<file path="config.mk">
export PLATFORM = sky130hd
export DESIGN_NAME = quad_serial_audio_tx
export DESIGN_NICKNAME = d
export VERILOG_FILES = /design/src/rtl/qsat_pkg.sv /design/src/rtl/qsat_bclk_gen.sv /design/src/rtl/qsat_pair_fifo.sv /design/src/rtl/qsat_lane.sv /design/src/rtl/quad_serial_audio_tx.sv
export SDC_FILE = /design/constraint.sdc
export NUM_CORES = 2
export LEC_CHECK = 0
export BUFFER_PORTS_ARGS = -buffer_cell sky130_fd_sc_hd__buf_2
export CORE_MARGIN = 2
export CORE_UTILIZATION = 70
export CTS_BUF_LIST = sky130_fd_sc_hd__clkbuf_8
export CTS_CLUSTER_SIZE = 25
export DETAILED_ROUTE_END_ITERATION = 7
export PLACE_DENSITY = 0.95
export RECOVER_POWER = 25
export REMOVE_ABC_BUFFERS = 1
export SLEW_MARGIN = 20
export SYNTH_ARGS = -nofsm -noshare
export SYNTH_HDL_FRONTEND = slang
export SYNTH_SLANG_ARGS = --single-unit
</file>
<file path="constraint.sdc">
create_clock -name clk -period 7.6 [get_ports clk]
set_input_delay 0.38 -clock clk [delete_from_list [all_inputs] [get_ports clk]]
set_output_delay 0.38 -clock clk [all_outputs]
set_load 0.1 [all_outputs]
</file>
<file path="src/rtl/qsat_pkg.sv">
package qsat_pkg;

    localparam int SAMPLE_W   = 24;
    localparam int SLOT_BITS  = 32;
    localparam int FRAME_BITS = 2 * SLOT_BITS;
    localparam int IDX_W      = $clog2(FRAME_BITS);
    localparam int PAIR_W     = 2 * SAMPLE_W;

    typedef enum logic [1:0] {
        LANE_IDLE  = 2'd0,
        LANE_ARM   = 2'd1,
        LANE_RUN   = 2'd2,
        LANE_DRAIN = 2'd3
    } lane_state_e;

    // Place one sample inside a 32-bit slot according to width and alignment.
    function automatic logic [SLOT_BITS-1:0] place_sample(
        input logic [SAMPLE_W-1:0] s,
        input logic [1:0]          code,
        input logic                top_side
    );
        logic [SLOT_BITS-1:0] r;
        unique case (code)
            2'd2:    r = top_side ? {s[19:0], 12'd0} : {12'd0, s[19:0]};
            2'd3:    r = top_side ? {s, 8'd0} : {8'd0, s};
            default: r = {s[15:0], 16'd0};
        endcase
        return r;
    endfunction

endpackage

</file>
<file path="src/rtl/qsat_bclk_gen.sv">
module qsat_bclk_gen
    import qsat_pkg::*;
#(
    parameter int DIV_W = 4
) (
    input  logic             clk,
    input  logic             rst_n,
    input  logic             tick0,
    input  logic             tick1,
    input  logic             sel,
    input  logic [DIV_W-1:0] div_code,
    output logic             bclk_q,
    output logic             lrck_q,
    output logic [IDX_W-1:0] bit_idx,
    output logic             frame_start
);

    logic             tick;
    logic [DIV_W-1:0] half;
    logic [DIV_W-1:0] cnt;
    logic             toggle;
    logic             fall_evt;

    assign tick = sel ? tick1 : tick0;

    // Half period in selected-source ticks.
    always_comb begin
        unique case (div_code)
            DIV_W'(2): half = DIV_W'(2);
            DIV_W'(4): half = DIV_W'(4);
            DIV_W'(6): half = DIV_W'(6);
            default:   half = DIV_W'(1);
        endcase
    end

    assign toggle      = tick && (cnt >= half - DIV_W'(1));
    assign fall_evt    = toggle && bclk_q;
    assign frame_start = fall_evt && (bit_idx == IDX_W'(FRAME_BITS - 1));

    always_ff @(posedge clk) begin
        if (!rst_n) begin
            cnt    <= '0;
            bclk_q <= 1'b0;
        end else if (toggle) begin
            cnt    <= '0;
            bclk_q <= ~bclk_q;
        end else if (tick) begin
            cnt    <= cnt + DIV_W'(1);
        end
    end

    // Position counter: starts at the last bit so the first fall opens a frame.
    always_ff @(posedge clk) begin
        if (!rst_n) begin
            bit_idx <= IDX_W'(FRAME_BITS - 1);
            lrck_q  <= 1'b0;
        end else if (fall_evt) begin
            bit_idx <= bit_idx + IDX_W'(1);
            lrck_q  <= (bit_idx + IDX_W'(1)) >= IDX_W'(SLOT_BITS);
        end
    end

endmodule

</file>
<file path="src/rtl/qsat_pair_fifo.sv">
module qsat_pair_fifo
    import qsat_pkg::*;
#(
    parameter int DEPTH = 4
) (
    input  logic                clk,
    input  logic                rst_n,
    input  logic                flush,
    input  logic                push,
    input  logic [SAMPLE_W-1:0] in_left,
    input  logic [SAMPLE_W-1:0] in_right,
    input  logic                pop,
    output logic [SAMPLE_W-1:0] head_left,
    output logic [SAMPLE_W-1:0] head_right,
    output logic                empty,
    output logic                full
);

    localparam int AW = (DEPTH > 1) ? $clog2(DEPTH) : 1;
    localparam int CW = $clog2(DEPTH + 1);

    logic [PAIR_W-1:0] mem [DEPTH];
    logic [AW-1:0]     wr_ptr;
    logic [AW-1:0]     rd_ptr;
    logic [CW-1:0]     count;
    logic              do_push;
    logic              do_pop;

    assign empty   = (count == '0);
    assign full    = (count == CW'(DEPTH));
    assign do_push = push && !full && !flush;
    assign do_pop  = pop && !empty && !flush;

    assign head_left  = mem[rd_ptr][PAIR_W-1:SAMPLE_W];
    assign head_right = mem[rd_ptr][SAMPLE_W-1:0];

    function automatic logic [AW-1:0] next_ptr(input logic [AW-1:0] p);
        return (p == AW'(DEPTH - 1)) ? '0 : p + AW'(1);
    endfunction

    always_ff @(posedge clk) begin
        if (do_push) begin
            mem[wr_ptr] <= {in_left, in_right};
        end
    end

    always_ff @(posedge clk) begin
        if (!rst_n || flush) begin
            wr_ptr <= '0;
            rd_ptr <= '0;
            count  <= '0;
        end else begin
            if (do_push) wr_ptr <= next_ptr(wr_ptr);
            if (do_pop)  rd_ptr <= next_ptr(rd_ptr);
            unique case ({do_push, do_pop})
                2'b10:   count <= count + CW'(1);
                2'b01:   count <= count - CW'(1);
                default: count <= count;
            endcase
        end
    end

endmodule

</file>
<file path="src/rtl/qsat_lane.sv">
module qsat_lane
    import qsat_pkg::*;
(
    input  logic                clk,
    input  logic                rst_n,
    input  logic                en,
    input  logic                frame_start,
    input  logic [IDX_W-1:0]    bit_idx,
    input  logic [1:0]          width_code,
    input  logic                top_side,
    input  logic                buf_rst,
    input  logic [SAMPLE_W-1:0] head_left,
    input  logic [SAMPLE_W-1:0] head_right,
    input  logic                fifo_empty,
    output logic                pop,
    output logic                sdata,
    output logic                running,
    output logic                empty_flag
);

    lane_state_e            state;
    lane_state_e            state_nxt;
    logic                   load;
    logic [FRAME_BITS-1:0]  word;

    // State register.
    always_ff @(posedge clk) begin
        if (!rst_n) state <= LANE_IDLE;
        else        state <= state_nxt;
    end

    // Next state.
    always_comb begin
        state_nxt = state;
        unique case (state)
            LANE_IDLE:  if (en) state_nxt = LANE_ARM;
            LANE_ARM: begin
                if (!en)              state_nxt = LANE_IDLE;
                else if (frame_start) state_nxt = LANE_RUN;
            end
            LANE_RUN:   if (!en) state_nxt = LANE_DRAIN;
            LANE_DRAIN: begin
                if (frame_start) state_nxt = LANE_IDLE;
                else if (en)     state_nxt = LANE_RUN;
            end
        endcase
    end

    // State-decoded outputs.
    always_comb begin
        running = 1'b0;
        load    = 1'b0;
        unique case (state)
            LANE_IDLE:  ;
            LANE_ARM:   load = frame_start && en;
            LANE_RUN: begin
                running = 1'b1;
                load    = frame_start;
            end
            LANE_DRAIN: running = 1'b1;
        endcase
    end

    assign pop = load && !fifo_empty;

    always_ff @(posedge clk) begin
        if (!rst_n) begin
            word <= '0;
        end else if (load) begin
            if (fifo_empty) word <= '0;
            else            word <= {place_sample(head_left, width_code, top_side),
                                     place_sample(head_right, width_code, top_side)};
        end
    end

    always_ff @(posedge clk) begin
        if (!rst_n || buf_rst)        empty_flag <= 1'b0;
        else if (load && fifo_empty)  empty_flag <= 1'b1;
    end

    assign sdata = running ? word[IDX_W'(FRAME_BITS - 1) - bit_idx] : 1'b0;

endmodule

</file>
<file path="src/rtl/quad_serial_audio_tx.sv">
module quad_serial_audio_tx
    import qsat_pkg::*;
#(
    parameter int NUM_CH     = 4,
    parameter int FIFO_DEPTH = 4,
    parameter int DIV_W      = 4
) (
    input  logic                  clk,
    input  logic                  rst_n,
    input  logic                  mclk0_tick,
    input  logic                  mclk1_tick,
    input  logic                  mclk_sel,
    input  logic [DIV_W-1:0]      div_code,
    input  logic                  bclk_off,
    input  logic                  lrck_off,
    input  logic [NUM_CH-1:0]     chan_en,
    input  logic [2*NUM_CH-1:0]   width_code,
    input  logic [NUM_CH-1:0]     msb_align,
    input  logic [NUM_CH-1:0]     buf_rst,
    input  logic [NUM_CH-1:0]     push,
    input  logic [SAMPLE_W-1:0]   push_left,
    input  logic [SAMPLE_W-1:0]   push_right,
    output logic [NUM_CH-1:0]     buf_full,
    output logic                  bclk,
    output logic                  lrck,
    output logic [NUM_CH-1:0]     sdata,
    output logic [NUM_CH-1:0]     run_status,
    output logic [NUM_CH-1:0]     buf_empty_flag
);

    logic             bclk_int;
    logic             lrck_int;
    logic [IDX_W-1:0] bit_idx;
    logic             frame_start;

    qsat_bclk_gen #(.DIV_W(DIV_W)) u_clkgen (
        .clk         (clk),
        .rst_n       (rst_n),
        .tick0       (mclk0_tick),
        .tick1       (mclk1_tick),
        .sel         (mclk_sel),
        .div_code    (div_code),
        .bclk_q      (bclk_int),
        .lrck_q      (lrck_int),
        .bit_idx     (bit_idx),
        .frame_start (frame_start)
    );

    assign bclk = bclk_int & ~bclk_off;
    assign lrck = lrck_int & ~lrck_off;

    for (genvar g = 0; g < NUM_CH; g++) begin : g_lane
        logic [SAMPLE_W-1:0] hl;
        logic [SAMPLE_W-1:0] hr;
        logic                f_empty;
        logic                f_pop;

        qsat_pair_fifo #(.DEPTH(FIFO_DEPTH)) u_fifo (
            .clk        (clk),
            .rst_n      (rst_n),
            .flush      (buf_rst[g]),
            .push       (push[g]),
            .in_left    (push_left),
            .in_right   (push_right),
            .pop        (f_pop),
            .head_left  (hl),
            .head_right (hr),
            .empty      (f_empty),
            .full       (buf_full[g])
        );

        qsat_lane u_lane (
            .clk         (clk),
            .rst_n       (rst_n),
            .en          (chan_en[g]),
            .frame_start (frame_start),
            .bit_idx     (bit_idx),
            .width_code  (width_code[2*g +: 2]),
            .top_side    (msb_align[g]),
            .buf_rst     (buf_rst[g]),
            .head_left   (hl),
            .head_right  (hr),
            .fifo_empty  (f_empty),
            .pop         (f_pop),
            .sdata       (sdata[g]),
            .running     (run_status[g]),
            .empty_flag  (buf_empty_flag[g])
        );
    end

endmodule

</file>
; Word-level counts from Yosys, hierarchy flattened
; Memory sizes are Yosys's and may differ from the RTL's. A register that Yosys moved wholly into a read port is not among the register bits.
; Index checks and enable logic that the tools add are counted.
[classes]
addsub = 20
n_lt_le_gt_ge = 3
eq_ne = 60
muxes = 103
n_bitwise = 6
n_reduce_logical = 69
[ops]
columns = operator, n
row1 = 2-to-1 mux 32 bit, 16
row2 = one-hot mux 32 bit (2 select lines), 8
row3 = 2-to-1 mux 64 bit, 4
row4 = 2-to-1 mux 2 bit, 37
row5 = "equality test 2 bit, second input constant", 28
row6 = one-hot mux 2 bit (4 select lines), 4
row7 = logical AND 1 bit, 31
row8 = binary-select mux 1 bit (select 6 bit), 4
row9 = one-hot mux 3 bit (2 select lines), 4
row10 = 2-to-1 mux 1 bit, 21
row11 = "inequality test 3 bit, second input constant", 6
row12 = "adder 2 x 1 -> 2 bit, second input constant", 8
row13 = "equality test 2 x 1 -> 1 bit, second input constant", 8
row14 = "inequality test 2 bit, second input constant", 8
row15 = AND reduction 4 bit, 4
row16 = zero test 1 bit, 13
row17 = "adder 3 x 1 -> 3 bit, second input constant", 4
row18 = "equality test 3 bit, second input constant", 4
row19 = zero test 3 bit, 4
row20 = "subtractor 3 x 1 -> 3 bit, second input constant", 4
row21 = OR reduction 2 bit, 5
row22 = one-hot mux 3 bit (3 select lines), 1
row23 = "equality test 4 x 3 -> 1 bit, second input constant", 2
row24 = zero test 2 bit, 4
row25 = other kinds (15), 29
[totals]
ff_bits = 308
ramBits = 768
input_bits = 83
out_inout_bits = 18
word_cells = 293
memories = 4
[memory_table]
columns = memory, depth, width, rd, rd_clocked_by_memory_dff, write_ports, line_no
row1 = g_lane[0].u_fifo.mem, 4, 48, 1, 1, 1, qsat_pair_fifo.sv:22  ; logic [PAIR_W-1:0] mem [DEPTH];
row2 = g_lane[1].u_fifo.mem, 4, 48, 1, 1, 1, qsat_pair_fifo.sv:22
row3 = g_lane[2].u_fifo.mem, 4, 48, 1, 1, 1, qsat_pair_fifo.sv:22
row4 = g_lane[3].u_fifo.mem, 4, 48, 1, 1, 1, qsat_pair_fifo.sv:22

; Logic depth before layout (Yosys ltp)
[logic_depth]
word_depth = 14
depth_mapped = 16
mapped_depth_nobuf = 13

; By module
; Synthesis repeated with hierarchy kept, for this count alone.
[unflattened]
hier_cells = 3136
hier_area_um2 = 47131.5
[by_module_without_submodules]
columns = module, instances, cells_per_inst, area_per_inst_um2, seq_area_each_um2
row1 = qsat_pair_fifo, 4, 308, 7432.1, 5945.7
row2 = qsat_lane, 4, 456, 4162.7, 1341.3
row3 = qsat_bclk_gen, 1, 78, 724.4, 240.2
row4 = quad_serial_audio_tx, 1, 2, 27.5, 0.0

; Worst setup path before layout
; No wires, ideal clock.
[synth_timing]
path_kind = input to register
from = input div_code[3]
to = register g_lane[0].u_fifo.count[2]
setup_ps = 70
arrival_ps = 3428
required_ps = 7530
slack_ps = 4102
path_stages = 16
n_path_buf = 3
cell_sequence = nor2_1 -> nand3b_1 -> ha_1 -> inv_1 -> o21a_1 -> or4_1 -> clkbuf_1 -> buf_2 -> buf_1 -> nor3_1 -> ha_1 -> inv_1 -> fa_1 -> xor2_1 -> or3_1 -> a21oi_1
[synth_between]
elab_chain_len = 14
word_cells_on_any_way = 18
cone_classes = add/sub (1) / order compare (1) / eq/ne (5) / mux (3) / reduce/logical (8)
[synth_rtl]
columns = item, line_no
row1 = from (decl), quad_serial_audio_tx.sv:13  ; input logic [DIV_W-1:0] div_code,
row2 = equality test 4 x 3 -> 1 bit or equality test 4 x 2 -> 1 bit (tied branches), qsat_bclk_gen.sv:28  ; unique case (div_code)
row3 = one-hot mux 3 bit (3 select lines) (*), qsat_bclk_gen.sv:28
row4 = subtractor 3 x 1 -> 4 bit (*), qsat_bclk_gen.sv:36  ; assign toggle = tick && (cnt >= half - DIV_W'(1));
row5 = greater-or-equal comparator 4 bit (*), qsat_bclk_gen.sv:36
row6 = logical AND 1 bit (*), qsat_bclk_gen.sv:36
row7 = logical AND 1 bit (*), qsat_bclk_gen.sv:37  ; assign fall_evt = toggle && bclk_q;
row8 = logical AND 1 bit (*), qsat_bclk_gen.sv:38  ; assign frame_start = fall_evt && (bit_idx == IDX_W'(FRAME_BITS - 1));
row9 = logical AND 1 bit, qsat_lane.sv:55  ; LANE_ARM: load = frame_start && en;
row10 = one-hot mux 1 bit (2 select lines) (*), qsat_lane.sv:53  ; unique case (state)
row11 = logical AND 1 bit (*), qsat_lane.sv:64  ; assign pop = load && !fifo_empty;
row12 = logical AND 1 bit (*) (2 in a row), qsat_pair_fifo.sv:32  ; assign do_pop = pop && !empty && !flush;
row13 = equality test 2 x 1 -> 1 bit or equality test 2 bit (tied branches), qsat_pair_fifo.sv:55  ; unique case ({do_push, do_pop})
row14 = one-hot mux 3 bit (2 select lines) or nonzero test 2 bit (tied branches), n/a
row15 = to (signal assigned), qsat_pair_fifo.sv:56  ; 2'b10: count <= count + CW'(1);
row16 = to (signal assigned), qsat_pair_fifo.sv:57  ; 2'b01: count <= count - CW'(1);
row17 = to (signal assigned), qsat_pair_fifo.sv:58  ; default: count <= count;
row18 = to (decl), qsat_pair_fifo.sv:25  ; logic [CW-1:0] count;
; Mark *: on every way between the ends. The rest lies on a longest branch, timed or not.
; A chain may end at the register's enable or synchronous reset.

; Worst setup path in the final report
[layout_timing]
from = register u_clkgen.bit_idx[1]
to = output sdata[2]
[layout_between]
elab_chain_len = 4
[layout_rtl]
columns = item, line_no
row1 = from (decl), qsat_bclk_gen.sv:14  ; output logic [IDX_W-1:0] bit_idx,
row2 = from (signal assigned), qsat_bclk_gen.sv:55  ; bit_idx <= IDX_W'(FRAME_BITS - 1);
row3 = from (signal assigned), qsat_bclk_gen.sv:58  ; bit_idx <= bit_idx + IDX_W'(1);
row4 = subtractor 6 bit, qsat_lane.sv:81  ; assign sdata = running ? word[IDX_W'(FRAME_BITS - 1) - bit_idx] : 1'b0;
row5 = binary-select mux 1 bit (select 6 bit), qsat_lane.sv:81
row6 = 2-to-1 mux 1 bit (implied by the code), qsat_lane.sv:81
row7 = 2-to-1 mux 1 bit, qsat_lane.sv:81
row8 = to (decl), quad_serial_audio_tx.sv:26  ; output logic [NUM_CH-1:0] sdata,
; Every way passes these cells. The select of a mux whose other input is x is not followed.

==> out/metrics.yaml <==
clock_tree:
  cts_hold_buf: 14
  h-tree-depth: 4
  tritoncts: "built"
  post_cts_resized: 0
  cts_buffer_depth: 3
  clock_latency_ns: 0.83
  cts.root.buffer_cell: "clkbuf_8"
  postCtsSetupRepairBufs: 0
  cts_buffers: 163
  clkTransAtPathRegs_ns: 0.06
  cts.sink_count: 1084
drt:
  first_pass_iters: 8
  met1Wirelength_mm: 42.74
  met3WireLength_mm: 18.60
  drtIter0Drc: 4901
  wirelength_mm: 128.8
  ant_nets: 0
  top_layer: "met4"
  drc: 2
  vias: 31040
  vias_per_cell: 7.284
  dr_wl_met2_mm: 59.23
  wl_per_cell_um: 30.23
power_and_ir_drop:
  vdd_drop_max_mv: 0.1815
  powerDensity_mw_per_mm2: 234.1
  p_leak_nw: 17.39
sta:
  final_hold_viol_count: 0
  fin_crit_sh_pct: 61.26
  max_freq_ghz: 0.2148
  worst_slew_margin_rel_pct: 4.948
  period_needed_ns: 4.656
  setup_tns_ns: 0
  finalSetupViolCount: 0
  final_max_slew_viol_count: 0
  worst_slew_pin_slew_ns: 1.426
  skew_ns: 0.05180
  rsz0062_at_grt: "no"
placement:
  io_buffers: 100
  hpwl_mm: 75.85
  dp.cells: 3941
  place.gp.congestion: 0.9431
synthesis:
  syn_area_per_cell_um2: 14.75
  yosysTopAreaCell: "edfxtp_1"
  synth_area_mm2: 0.04671
  synth.distinct_cells: 65
  ys_ff_latch: 1084
  synth_most_common_cell: "edfxtp_1"
  netlist_instances: 3166
  netlist_top_cells_count: "edfxtp_1, dfxtp_1, mux4_2"
  synth_top_cell_area_share_pct: 49.37
  ys_seq_area_share_pct: 62.92
  synth_warnings: 0
  synth.area.top_cells: "edfxtp_1, dfxtp_1, mux4_2, mux2i_1, nand2_1"
  synth_ff_type: "edfxtp_1"
  synth_edf_count: 768
  synthArstFlopShare_pct: 0
floorplanning:
  core_area_mm2: 0.06586
  fp.dieH_um: 262.3
  initial_core_util_pct: 70.92
  die_w_um: 262.3
  io_pins: 101
  dieArea_mm2: 0.06881
  rows: 94
final_layout:
  multi_input_area_mm2: 0.01598
  ff_latch_area_mm2: 0.02941
  final.fill_count: 3376
  drive_gt1_share_pct: 20.37
  finalNetCount: 3392
  final_cell_count_no_fill: 4261
  area_growth_pct: 9.346
setup_path:
  path_depth: 7
  cpMaxStageDelayCell: "o41ai_1"
  start_kind: "flop"
  critical-path-top-delay-family: "buffers and inverters"
  timing.critical_path.from: "u_clkgen.bit_idx[1]$_SDFFE_PN1P_"
  reg2reg_depth: 12
  cp.arrival_ns: 4.28
  r2r-end: "g_lane[0].u_fifo.count[2]$_SDFFE_PP0P_"
  crit_required_ns: 7.22
  reg2reg_from: "u_clkgen.bit_idx[3]$_SDFFE_PN1P_"
  worst-path-buf-inv: 2
  crit_path_cell_trace: "buf_4 -> mux4_2 -> nor2b_1 -> a211o_1 -> mux2i_1 -> o41ai_1 -> buf_2"
  crit_fanout: 34
  endpoint_kind: "primary output"
  r2r_slack_ns: 3.26
  crit_path_end: "sdata[2]"
  slowest_delay_ns: 0.80
  critPathKind: "flop to primary output"
grt:
  grt_pass1_vias: 30910
  gr-total-overflow: 0
  grt_pass1_wl_mm: 189.4
  grt_usage_pct: 36.94
  grt_max_degree: 78
  antenna_found_initial: 7
outcome:
  violations: "design-rule violations"
  status: "finished, violations left"
flow_run:
  drv_cap: 0
min_path:
  worstHoldStart: "buf_rst[1]"
  hold_path.class: "input port to flop"
-- registers in the layout (all words and copies together), names as in the netlist, named ones only --
register                  cells
g_lane.u_fifo.mem           768
g_lane.u_lane.word          256
g_lane.u_fifo.count          12
g_lane.u_fifo.rd_ptr          8
g_lane.u_fifo.wr_ptr          8
g_lane.u_lane.state           8
u_clkgen.bit_idx              6
g_lane.u_lane.empty_flag      4
u_clkgen.cnt                  4
u_clkgen.bclk_q               1
u_clkgen.lrck_q               1
-- per-stage QoR --
| step | utilization [%] | setup slack, ns | cell area (µm²) | hold WS [ns] | total power, mW |
|---|---|---|---|---|---|
| after floorplan | - | 1.015 | 45660 | 0.4198 | 6.936 |
| after CTS | 77.55 | 3.080 | 51080 | 0.003276 | 11.92 |
| after global placement | 72.42 | 3.546 | 47700 | 0.4289 | 7.229 |
| final | 77.55 | 2.944 | 51070 | 0.08879 | 11.96 |
| after global routing | 77.54 | 2.786 | 51070 | 0.09796 | 12.24 |
| after detailed placement | 72.43 | 3.419 | 47700 | 0.4423 | 7.284 |
-- layout by cell type, fill, tap and decap left out, types with 48 or more instances in the layout --
master,synthesis,routed
mux4_2,273,273
ha_1,48,48
o22ai_1,66,66
inv_1,92,140
dfxtp_1,316,305
mux2i_1,162,162
nand2_1,261,261
a21oi_1,173,173
edfxtp_1,768,768
buf_4,20,51
clkbuf_8,0,186
o2bb2ai_1,48,48
buf_2,58,65
a22o_1,57,57
o21ai_0,100,100
nor2_1,95,93
-- logic make-up (layout without fill, tap and decap cells) --
family,count (synthesis),count (layout),share of synthesized area (%)
fa+ha+maj,52,52,1.457
flops,1084,1084,62.92
compound gates,600,600,8.462
other cells,1,6,0.008029
xor+xnor,14,14,0.2625
simple gates,619,619,6.590
mux,463,463,17.31
buf+inv,333,559,2.992
-- area by class of cell --
| cell class | instances | area share, % |
|---|---|---|
| Inverter | 93 | 0.6859 |
| Tap cell | 864 | 2.117 |
| Multi-Input combinational cell | 1749 | 31.28 |
| Antenna cell | 5 | 0.02450 |
| Clock buffer | 186 | 5.012 |
| Sequential cell | 1084 | 57.59 |
| Timing Repair Buffer | 166 | 1.972 |
| Clock inverter | 114 | 1.318 |
-- tightest hold or removal path, delay by kind of cell --
family / cells / cell delay, ns
simple gates: 2 / 0.37
buf+inv: 1 / 0.11
-- worst min-delay path by stage --
stage	end	slack (ns)	cells after the start
finish	g_lane[1].u_fifo.count[1]$_SDFFE_PP0P_	0.09	3
global route	g_lane[3].u_fifo.mem[2][8]$_DFFE_PP_	0.1	1
CTS	g_lane[0].u_fifo.mem[1][9]$_DFFE_PP_	0.003	1
detailed placement	g_lane[0].u_lane.word[38]$_SDFFE_PN0N_	0.44	2
global placement	g_lane[1].u_lane.word[52]$_SDFFE_PN0N_	0.43	1
floorplan	g_lane[2].u_lane.word[44]$_SDFFE_PN0N_	0.42	2
-- report_power, final --
part / internal, mW / leakage (nW) / switching (mW) / total [mW]
clock network: 2.50 / 1.85 / 2.24 / 4.74
logic: 0.222 / 6.01 / 0.543 / 0.765
registers: 6.41 / 9.53 / 0.0414 / 6.45
-- metal layers --
metal  vias up  global-route usage [%]
met3       575                   10.65
met2      2737                   56.11
met1     15130                   47.97
li1      12600                       -
met4         0                   21.97
met5         -                       0
Power figures use the tool's default switching activity.
